[config.mk]
export PLATFORM = sky130hd
export DESIGN_NAME = rf3w_master
export DESIGN_NICKNAME = d
export VERILOG_FILES = /design/src/rtl/rf3w_pkg.sv /design/src/rtl/rf3w_divider.sv /design/src/rtl/rf3w_rxcap.sv /design/src/rtl/rf3w_wave.sv /design/src/rtl/rf3w_master.sv
export SDC_FILE = /design/constraint.sdc
export NUM_CORES = 1
export LEC_CHECK = 0
export ABC_AREA = 1
export BUFFER_PORTS_ARGS = -buffer_cell sky130_fd_sc_hd__buf_2
export CAP_MARGIN = 20
export CORE_ASPECT_RATIO = 1.5
export CORE_MARGIN = 8
export CORE_UTILIZATION = 40
export DETAILED_ROUTE_END_ITERATION = 10
export SLEW_MARGIN = 15
export SYNTH_ARGS = -nofsm -noshare
export SYNTH_HDL_FRONTEND = slang
export SYNTH_SLANG_ARGS = --single-unit
[constraint.sdc]
create_clock -name clk -period 3.6 [get_ports clk]
set_input_delay 0.36 -clock clk [delete_from_list [all_inputs] [get_ports clk]]
set_output_delay 0.36 -clock clk [all_outputs]
set_load 0.05 [all_outputs]
[src/rtl/rf3w_pkg.sv]
package rf3w_pkg;
  // Frame geometry is fixed by the radio's serial protocol.
  localparam int DATA_W  = 12;
  localparam int WADDR_W = 4;
  localparam int RADDR_W = 5;
  localparam int WF_W    = DATA_W + WADDR_W;
  localparam int VFY_LSB = 7;   // lowest data bit compared on readback

  typedef enum logic [3:0] {
    PH_IDLE, PH_PRE, PH_SETUP, PH_WBIT, PH_WHOLD,
    PH_ADDR, PH_TURN, PH_RBIT, PH_REND
  } phase_t;
endpackage

[src/rtl/rf3w_divider.sv]
module rf3w_divider #(
  parameter int DIV = 4
) (
  input  logic clk,
  input  logic rst_n,
  input  logic run,
  output logic unit_end
);
  generate
    if (DIV <= 1) begin : g_pass
      logic unused_clk_rst;
      assign unused_clk_rst = clk ^ rst_n;
      assign unit_end = run;
    end else begin : g_cnt
      localparam int CW = $clog2(DIV);
      logic [CW-1:0] cnt_q, cnt_d;
      logic          wrap;

      assign wrap = (cnt_q == CW'(DIV - 1));

      always_comb begin
        if (!run || wrap) cnt_d = '0;
        else              cnt_d = cnt_q + CW'(1);
      end

      always_ff @(posedge clk or negedge rst_n) begin
        if (!rst_n) cnt_q <= '0;
        else        cnt_q <= cnt_d;
      end

      assign unit_end = run && wrap;
    end
  endgenerate
endmodule

[src/rtl/rf3w_rxcap.sv]
module rf3w_rxcap #(
  parameter int W = 12
) (
  input  logic         clk,
  input  logic         rst_n,
  input  logic         shift_en,
  input  logic         din,
  output logic [W-1:0] word
);
  logic [W-1:0] word_d;

  always_comb begin
    word_d = word;
    if (shift_en) word_d = {word[W-2:0], din};
  end

  always_ff @(posedge clk or negedge rst_n) begin
    if (!rst_n) word <= '0;
    else        word <= word_d;
  end
endmodule

[src/rtl/rf3w_wave.sv]
module rf3w_wave
  import rf3w_pkg::*;
(
  input  phase_t     phase,
  input  logic [2:0] sub,
  input  logic       bit_i,
  output logic       sen_n,
  output logic       sclk,
  output logic       sdo,
  output logic       sdo_oe,
  output logic       rw
);
  always_comb begin
    sen_n  = 1'b0;
    sclk   = 1'b0;
    sdo    = 1'b0;
    sdo_oe = 1'b1;
    rw     = 1'b0;
    unique case (phase)
      PH_IDLE:  begin sen_n = 1'b1; sdo_oe = 1'b0; end
      PH_PRE,
      PH_WHOLD: sen_n = 1'b1;
      PH_SETUP: ;
      PH_WBIT:  begin sclk = (sub == 3'd1) || (sub == 3'd2); sdo = bit_i; end
      PH_ADDR:  begin sclk = (sub == 3'd1); sdo = bit_i; end
      PH_TURN:  begin sdo_oe = 1'b0; rw = 1'b1; end
      PH_RBIT:  begin sdo_oe = 1'b0; rw = 1'b1;
                      sclk = (sub != 3'd0) && (sub != 3'd4); end
      PH_REND:  begin sen_n = 1'b1; sdo_oe = 1'b0; rw = 1'b1; end
      default:  begin sen_n = 1'b1; sdo_oe = 1'b0; end
    endcase
  end
endmodule

[src/rtl/rf3w_master.sv]
module rf3w_master
  import rf3w_pkg::*;
#(
  parameter int DIV         = 100,
  parameter int PRE_UNITS   = 1,
  parameter int SETUP_UNITS = 5,
  parameter int HOLD_UNITS  = 5
) (
  input  logic                clk,
  input  logic                rst_n,
  input  logic                req_valid,
  output logic                req_ack,
  input  logic                req_write,
  input  logic                req_verify,
  input  logic [RADDR_W-1:0]  req_addr,
  input  logic [DATA_W-1:0]   req_data,
  output logic                busy,
  output logic                done,
  output logic                rd_valid,
  output logic [DATA_W-1:0]   rd_data,
  output logic                rf_sen_n,
  output logic                rf_sclk,
  output logic                rf_sdo,
  output logic                rf_sdo_oe,
  input  logic                rf_sdi,
  output logic                rf_rw
);
  localparam int MAXU   = (PRE_UNITS > SETUP_UNITS) ?
                          ((PRE_UNITS > HOLD_UNITS) ? PRE_UNITS : HOLD_UNITS) :
                          ((SETUP_UNITS > HOLD_UNITS) ? SETUP_UNITS : HOLD_UNITS);
  localparam int UW     = $clog2(MAXU + 1);
  localparam int BCW    = $clog2(DATA_W + 1);
  localparam int WPAIRS = WF_W / 2;

  // reset: asserted asynchronously, released on the clock
  logic [1:0] rst_pipe;
  logic       rst_ns;
  always_ff @(posedge clk or negedge rst_n) begin
    if (!rst_n) rst_pipe <= 2'b00;
    else        rst_pipe <= {rst_pipe[0], 1'b1};
  end
  assign rst_ns = rst_pipe[1];

  phase_t             phase_q, phase_d;
  logic [2:0]         sub_q, sub_d;
  logic [UW-1:0]      ucnt_q, ucnt_d;
  logic [BCW-1:0]     bcnt_q, bcnt_d;
  logic [WF_W-1:0]    shreg_q, shreg_d;
  logic               is_wr_q, is_wr_d, vfy_q, vfy_d;
  logic               vread_q, vread_d, retry_q, retry_d;
  logic [WADDR_W-1:0] addr_q, addr_d;
  logic [DATA_W-1:0]  data_q, data_d, rdat_q, rdat_d;
  logic               done_q, done_d, rdv_q, rdv_d;
  logic               tick, samp;
  logic [DATA_W-1:0]  cap_word;

  rf3w_divider #(.DIV(DIV)) u_div (
    .clk(clk), .rst_n(rst_ns), .run(phase_q != PH_IDLE), .unit_end(tick));

  assign samp = (phase_q == PH_RBIT) && (sub_q == 3'd3) && tick;

  rf3w_rxcap #(.W(DATA_W)) u_cap (
    .clk(clk), .rst_n(rst_ns), .shift_en(samp), .din(rf_sdi), .word(cap_word));

  rf3w_wave u_wave (
    .phase(phase_q), .sub(sub_q), .bit_i(shreg_q[WF_W-1]),
    .sen_n(rf_sen_n), .sclk(rf_sclk), .sdo(rf_sdo), .sdo_oe(rf_sdo_oe), .rw(rf_rw));

  assign req_ack  = (phase_q == PH_IDLE) && req_valid;
  assign busy     = (phase_q != PH_IDLE);
  assign done     = done_q;
  assign rd_valid = rdv_q;
  assign rd_data  = rdat_q;

  always_comb begin
    phase_d = phase_q;  sub_d   = sub_q;   ucnt_d  = ucnt_q;  bcnt_d = bcnt_q;
    shreg_d = shreg_q;  is_wr_d = is_wr_q; vfy_d   = vfy_q;   vread_d = vread_q;
    retry_d = retry_q;  addr_d  = addr_q;  data_d  = data_q;  rdat_d = rdat_q;
    done_d  = 1'b0;     rdv_d   = 1'b0;
    unique case (phase_q)
      PH_IDLE: if (req_valid) begin
        phase_d = PH_PRE;  ucnt_d = '0;
        is_wr_d = req_write;  vfy_d = req_write && req_verify;
        vread_d = 1'b0;  retry_d = 1'b0;
        addr_d  = req_addr[WADDR_W-1:0];  data_d = req_data;
        shreg_d = req_write ? {req_data, req_addr[WADDR_W-1:0]}
                            : {req_addr, {(WF_W-RADDR_W){1'b0}}};
      end
      PH_PRE: if (tick) begin
        if (ucnt_q == UW'(PRE_UNITS - 1)) begin phase_d = PH_SETUP; ucnt_d = '0; end
        else ucnt_d = ucnt_q + UW'(1);
      end
      PH_SETUP: if (tick) begin
        if (ucnt_q == UW'(SETUP_UNITS - 1)) begin
          phase_d = is_wr_q ? PH_WBIT : PH_ADDR;
          ucnt_d = '0;  sub_d = '0;  bcnt_d = '0;
        end else ucnt_d = ucnt_q + UW'(1);
      end
      PH_WBIT: if (tick) begin
        sub_d = sub_q + 3'd1;
        if (sub_q == 3'd1 || sub_q == 3'd3) shreg_d = {shreg_q[WF_W-2:0], 1'b0};
        if (sub_q == 3'd3) begin
          sub_d = '0;  bcnt_d = bcnt_q + BCW'(1);
          if (bcnt_q == BCW'(WPAIRS - 1)) begin phase_d = PH_WHOLD; ucnt_d = '0; end
        end
      end
      PH_WHOLD: if (tick) begin
        if (ucnt_q == UW'(HOLD_UNITS - 1)) begin
          ucnt_d = '0;
          if (vfy_q && !retry_q) begin
            phase_d = PH_PRE;  is_wr_d = 1'b0;  vread_d = 1'b1;
            shreg_d = {1'b0, addr_q, {(WF_W-RADDR_W){1'b0}}};
          end else begin
            phase_d = PH_IDLE;  done_d = 1'b1;
          end
        end else ucnt_d = ucnt_q + UW'(1);
      end
      PH_ADDR: if (tick) begin
        if (sub_q == 3'd0) sub_d = 3'd1;
        else begin
          sub_d = '0;  shreg_d = {shreg_q[WF_W-2:0], 1'b0};  bcnt_d = bcnt_q + BCW'(1);
          if (bcnt_q == BCW'(RADDR_W - 1)) phase_d = PH_TURN;
        end
      end
      PH_TURN: if (tick) begin
        phase_d = PH_RBIT;  sub_d = '0;  bcnt_d = '0;
      end
      PH_RBIT: if (tick) begin
        if (sub_q == 3'd4) begin
          sub_d = '0;  bcnt_d = bcnt_q + BCW'(1);
          if (bcnt_q == BCW'(DATA_W - 1)) phase_d = PH_REND;
        end else sub_d = sub_q + 3'd1;
      end
      PH_REND: if (tick) begin
        if (vread_q) begin
          vread_d = 1'b0;
          if (cap_word[DATA_W-1:VFY_LSB] != data_q[DATA_W-1:VFY_LSB]) begin
            phase_d = PH_PRE;  ucnt_d = '0;  is_wr_d = 1'b1;  retry_d = 1'b1;
            shreg_d = {data_q, addr_q};
          end else begin
            phase_d = PH_IDLE;  done_d = 1'b1;
          end
        end else begin
          phase_d = PH_IDLE;  done_d = 1'b1;  rdv_d = 1'b1;  rdat_d = cap_word;
        end
      end
      default: phase_d = PH_IDLE;
    endcase
  end

  always_ff @(posedge clk or negedge rst_ns) begin
    if (!rst_ns) begin
      phase_q <= PH_IDLE;  sub_q <= '0;  ucnt_q <= '0;  bcnt_q <= '0;
      shreg_q <= '0;  is_wr_q <= 1'b0;  vfy_q <= 1'b0;  vread_q <= 1'b0;
      retry_q <= 1'b0;  addr_q <= '0;  data_q <= '0;  rdat_q <= '0;
      done_q  <= 1'b0;  rdv_q <= 1'b0;
    end else begin
      phase_q <= phase_d;  sub_q <= sub_d;  ucnt_q <= ucnt_d;  bcnt_q <= bcnt_d;
      shreg_q <= shreg_d;  is_wr_q <= is_wr_d;  vfy_q <= vfy_d;  vread_q <= vread_d;
      retry_q <= retry_d;  addr_q <= addr_d;  data_q <= data_d;  rdat_q <= rdat_d;
      done_q  <= done_d;   rdv_q <= rdv_d;
    end
  end


  ack_then_busy_chk: assert property (@(posedge clk) disable iff (!rst_ns)
    req_ack |=> busy);

  sclk_low_outside_frame_chk: assert property (@(posedge clk) disable iff (!rst_ns)
    rf_sen_n |-> !rf_sclk);

  rw_releases_line_chk: assert property (@(posedge clk) disable iff (!rst_ns)
    rf_rw |-> !rf_sdo_oe);

  sample_clock_high_chk: assert property (@(posedge clk) disable iff (!rst_ns)
    samp |-> (rf_sclk && !rf_sdo_oe));

  rdvalid_with_done_chk: assert property (@(posedge clk) disable iff (!rst_ns)
    rd_valid |-> done);

  done_single_cycle_chk: assert property (@(posedge clk) disable iff (!rst_ns)
    done |=> !done);

  done_follows_busy_chk: assert property (@(posedge clk) disable iff (!rst_ns)
    done |-> ($past(busy) && !busy));
endmodule

# Yosys cells after proc, flatten, opt, wreduce, memory -nomap -nowiden
# Cells that the tools add are included.
word_totals:
  output_inout_bits: 21
  reg_bits: 85
  word_cells: 200
classes:
  eq_ne: 42
  addsub: 4
  bitwise: 1
  reduce_logical: 37
  n_mux: 99
op_table:
  columns: ["op", "n"]
  rows:
  - ["2-to-1 mux 16 bit", 12]
  - ["2-to-1 mux 4 bit", 28]
  - ["one-hot mux 16 bit (5 select lines)", 1]
  - ["2-to-1 mux 3 bit", 20]
  - ["inequality test 2 bit (second input constant)", 20]
  - ["one-hot mux 4 bit (9 select lines)", 1]
  - ["one-hot mux 3 bit (5 select lines)", 2]
  - ["2-to-1 mux 1 bit", 28]
  - ["== test 4 x 3 -> 1 bit (second input constant)", 6]
  - ["one-hot mux 4 bit (5 select lines)", 1]
  - ["AND reduction 10 bit", 2]
  - ["AND reduction 18 bit", 1]
  - ["nonzero test 5 bit", 3]
  - ["AND reduction 12 bit", 1]
  - ["OR reduction 5 bit", 2]
  - ["one-hot mux 1 bit (3 select lines)", 3]
  - ["== test 4 x 2 -> 1 bit (second input constant)", 2]
  - ["== test 4 bit (second input constant)", 2]
  - ["AND reduction 8 bit", 1]
  - ["adder 7 x 1 -> 7 bit (second input constant)", 1]
  - ["== test 7 bit (second input constant)", 1]
  - ["logical AND 1 bit", 7]
  - ["2-to-1 mux 7 bit", 1]
  - ["AND reduction 7 bit", 1]
  - ["24 further kinds", 36]

# Longest topological paths before layout
logic_depth:
  depth_word: 6
  mapped_depth: 13
  mapped_depth_nobuf: 12

# By module
# A second synthesis with hierarchy kept.
unflattened:
  hier_cells: 676
  area_unflattened_um2: 4873.4
by_module_without_submodules:
  columns: ["mod", "cells_per_inst", "instances", "area_per_inst_um2"]
  rows:
  - ["rf3w_master", 547, 1, 3887.5]
  - ["rf3w_rxcap", 51, 1, 457.9]
  - ["rf3w_divider", 44, 1, 384.1]
  - ["rf3w_wave", 34, 1, 143.9]

# Least setup slack after synthesis
# OpenSTA, ideal clock, no wires.
synth_timing:
  path_kind: "reg-to-output"
  start: "register phase_q[3]"
  end: "output port rf_sclk"
  setup_slack_ns: 0.833
  arrival_ns: 2.407
  required_time_ns: 3.240
  path_stages_with_launch: 7
  cell_sequence: "dfrtp_1 > nor2_4 > nand2_2 > nand2_4 > buf_2 > inv_1 > o32ai_1"
synth_via:
  elab_chain_len: 2
  word_cells_on_any_way: 4
synth_rtl:
  columns: ["item", "line", "source"]
  rows:
  - ["start: declaration", "rf3w_master.sv:44", "phase_t phase_q, phase_d;"]
  - ["start signal: assignment", "rf3w_master.sv:158", "phase_q <= phase_d; sub_q <= sub_d; ucnt_q <= ucnt_d; bcnt_q <= bcnt_d;"]
  - ["== test 4 x 3 -> 1 bit / == test 4 x 2 -> 1 bit (equally long branches)", "rf3w_wave.sv:19", "unique case (phase)"]
  - ["one-hot mux 1 bit (3 select lines) *", "rf3w_wave.sv:19", null]
  - ["end: declaration", "rf3w_master.sv:22", "output logic rf_sclk,"]
# Mark *: on every way between the ends. The rest lies on a longest branch, timed or not.

# Worst setup path in the final report
layout_timing:
  start: "register phase_q[3]"
  end: "output port rf_sdo_oe"
layout_via:
  elab_chain_len: 3
  word_cells_on_any_way: 7
layout_rtl:
  columns: ["item", "line", "source"]
  rows:
  - ["== test 4 x 1 -> 1 bit (tied with other cells)", "rf3w_wave.sv:19", null]
  - ["OR reduction 5 bit (no line) *", null, null]
  - ["2-to-1 mux 1 bit *", "rf3w_wave.sv:19", null]
  - ["end: declaration", "rf3w_master.sv:24", "output logic rf_sdo_oe,"]
# Marks and branches as above.

==> results.yml <==
cells_and_area:
  drive_above_1_share_pct: 14.5
  syn_to_final_growth_pct: 14.2
  nets: 698
  num_antenna_cells: 0
  multi_input_area_sq_mm: 0.00219
  fillers: 1205
  regArea_sq_mm: 0.00213
  design_area_sq_mm: 0.00531
logic_synthesis:
  yosysTopAreaCellShare_pct: 45.7
  ys_ff_latch: 85
  synth_top_cell_by_area: "dfrtp_1"
  muxShareOfSynthArea_pct: 0
  synth_top_family_by_area: "simple AND/OR/NAND/NOR gates"
  synth_cells: 622
  yosys_warnings: 0
  synth_flop_cell: "dfrtp_1"
  async_flop_share_pct: 100
  synth-xor-area-share_pct: 0.941
  synth-edff-count: 0
  synthSimpleGateAreaFrac_pct: 34.6
  syn_area_sq_mm: 0.00465
  ys_top_cells_by_area: "dfrtp_1 46%, nand2_1 19%, nand3_1 7.5%"
  synth-compound-area-share_pct: 8.44
  ys_types: 36
  synth_most_common_cell: "nand2_1"
  synth_fa_ha_area_share_pct: 2.96
  synth_nets: 656
  synthTopCellsByCount: "230 x nand2_1, 85 x dfrtp_1, 70 x nand3_1, 59 x inv_1"
  syn_area_per_cell_sq_um: 7.48
  ys_seq_area_share_pct: 45.7
route:
  vias_per_cell: 4.95
  wl_per_cell_microns: 14.2
  totalWireLength_microns: 11700
  ant_nets: 0
  vias: 4057
  drt-initial-drc-count: 146
  drt_pass1_iterations: 5
  drc: 0
sta:
  finalMaxSlewViolations: 0
  finalCritPeriodShare_pct: 72.1
  worstMarginPinSlew_ps: 791
  fin_crit_ps: 2600
  max_freq_mhz: 385
  rsz0062_at_grt: "no"
  setup_slack_ps: 1000
  setup-tns-final_ps: 0
  hold_viol: 0
  slew_headroom_pct: 47.1
  setup-violations-final: 0
  skew_ps: 6.78
placement:
  place_ws_ps: 1340
  hpwl_microns: 8430
  io_buffers: 43
  gp_congestion: 0.910
  placedInstanceArea_sq_mm: 0.00500
worst_setup_path:
  arrival_ps: 2240
  regToRegSetupSlack_ps: 1350
  required_ps: 3240
  endpoint_kind: "output port"
  rr_startpoint: "u_div.g_cnt.cnt_q[0]$_DFF_PN0_"
  worstRegToRegCells: 10
  startpoint_type: "flip-flop"
  r2r-end: "shreg_q[9]$_DFFE_PN0P_"
  critPathKind: "flip-flop to output port"
  startpoint: "phase_q[3]$_DFFE_PN0P_"
  critPathMaxFanout: 6
global_route:
  grt.overflow.total: 0
  grt_max_degree: 84
  grt_pass1_vias: 4023
  grtUsageTotal_pct: 15.7
  grt_pass1_wl_microns: 19700
  antenna_found_initial: 0
floorplan:
  top_level_ports: 44
  die_h_microns: 148
  start_util_pct: 40.8
  die_w_microns: 104
  core_sq_mm: 0.0114
  rows: 48
  dieArea_sq_mm: 0.0154
cts:
  numCtsBuffers: 9
  cts_buffer_depth: 2
  cts_resized: 0
  cts_root_buf: "clkbuf_16"
  htreeDepth: 3
  cts_tree: "done"
  cts_hold_buf: 1
  post-cts-setup-buffers: 0
  cts.sinks: 85
  clock_latency_ps: 350
  path_clk_slew_ps: 70
pwr:
  p_leak_uw: 0.00281
  power_frac_comb_pct: 42.6
  p_int_uw: 2160
  clkPwrFrac_pct: 23.1
  ir_worst_vdd_v: 0.000426
  power_frac_seq_pct: 34.4
  p_sw_uw: 1810
  swShare_pct: 45.7
  power_density_mw_per_mm2: 747
hold_path:
  holdCritStartpoint: "req_data[8]"
  min_path_type: "primary input to flip-flop"
  hold-path-cell-count: 3
  hold-path-endpoint: "data_q[8]$_DFFE_PN0P_"
job:
  max_cap_viol_count: 0
run_status:
  status: "finished clean"
==> worst max path at each step <==
stage	endpoint	slack, ps
3_3_place_gp	shreg_q[11]$_DFFE_PN0P_	1370
4_1_cts	rf_sdo_oe	1010
6_report	rf_sdo_oe	1000
5_1_grt	rf_sdo_oe	890
2_1_floorplan	rf_sclk	830
3_5_place_dp	shreg_q[11]$_DFFE_PN0P_	1340
==> routing by layer <==
layer	share of wire [%]	wire length [microns]	global-route usage, %
met1	42	4900	17.4
met4	2.6	298	7.13
met5	0	0	0
met2	52	6110	28.8
met3	3.0	349	2.60
==> sequential cells by signal, indices dropped and copies added (netlist names) <==
register	count
addr_q	4
bcnt_q	4
data_q	12
done	1
is_wr_q	1
phase_q	4
rd_data	12
rd_valid	1
retry_q	1
rst_pipe	2
shreg_q	16
sub_q	3
u_cap.word	12
u_div.g_cnt.cnt_q	7
ucnt_q	3
vfy_q	1
vread_q	1
==> layout by cell type, fill, tap and decap left out, drive strengths merged, types with 6 or more instances in the layout <==
master  synthesis  final
a21oi           6      6
a22oi           9      9
buf             8     46
clkbuf          8      9
dfrtp          85     85
ha             11     11
inv            68     73
nand2         238    238
nand3          72     72
nor2           47     47
o21ai          50     50
==> power groups by stage <==
stage	clock (uW)	sequential [uW]	combinational (uW)
3_3_place_gp	0	1380	1670
2_1_floorplan	0	1340	1330
6_report	916	1360	1690
4_1_cts	940	1370	1690
3_5_place_dp	0	1390	1680
5_1_grt	973	1400	1900
==> cells by family after synthesis <==
logic type,count (synthesis)
and+or+nand+nor,365
buffers and inverters,85
DFF,85
AOI/OAI and AO/OA,70
adders and majority gates,11
xor gates and xnor gates,5
other,1
==> layout make-up <==
type | count | area share, %
clock inverters | 7 | 1.18
inverters | 69 | 4.87
multi-input cells | 452 | 41.2
repair buffers | 47 | 4.90
flip-flops and latches | 85 | 40.1
well taps | 150 | 3.53
clock buffers | 9 | 4.24
==> metrics by stage <==
stage	instances	hold slack (ps)	total power [uW]	util, %
floorplan	622	64.4	2670	-
global placement	801	144	3050	43.8
detailed placement	801	146	3070	43.8
CTS	818	222	4000	46.4
global route	819	228	4270	46.6
finish	819	232	3970	46.6
==> worst max-delay path: stages, from the launching register on <==
cell and delay [ps]:
dfrtp_1 500, nor2_4 260, inv_2 90, nor2_1 370, inv_1 120, nand2_1 110, inv_1 80, nand3_1 90
buf_2 280
Note: power is estimated with default switching activity, not from simulation.
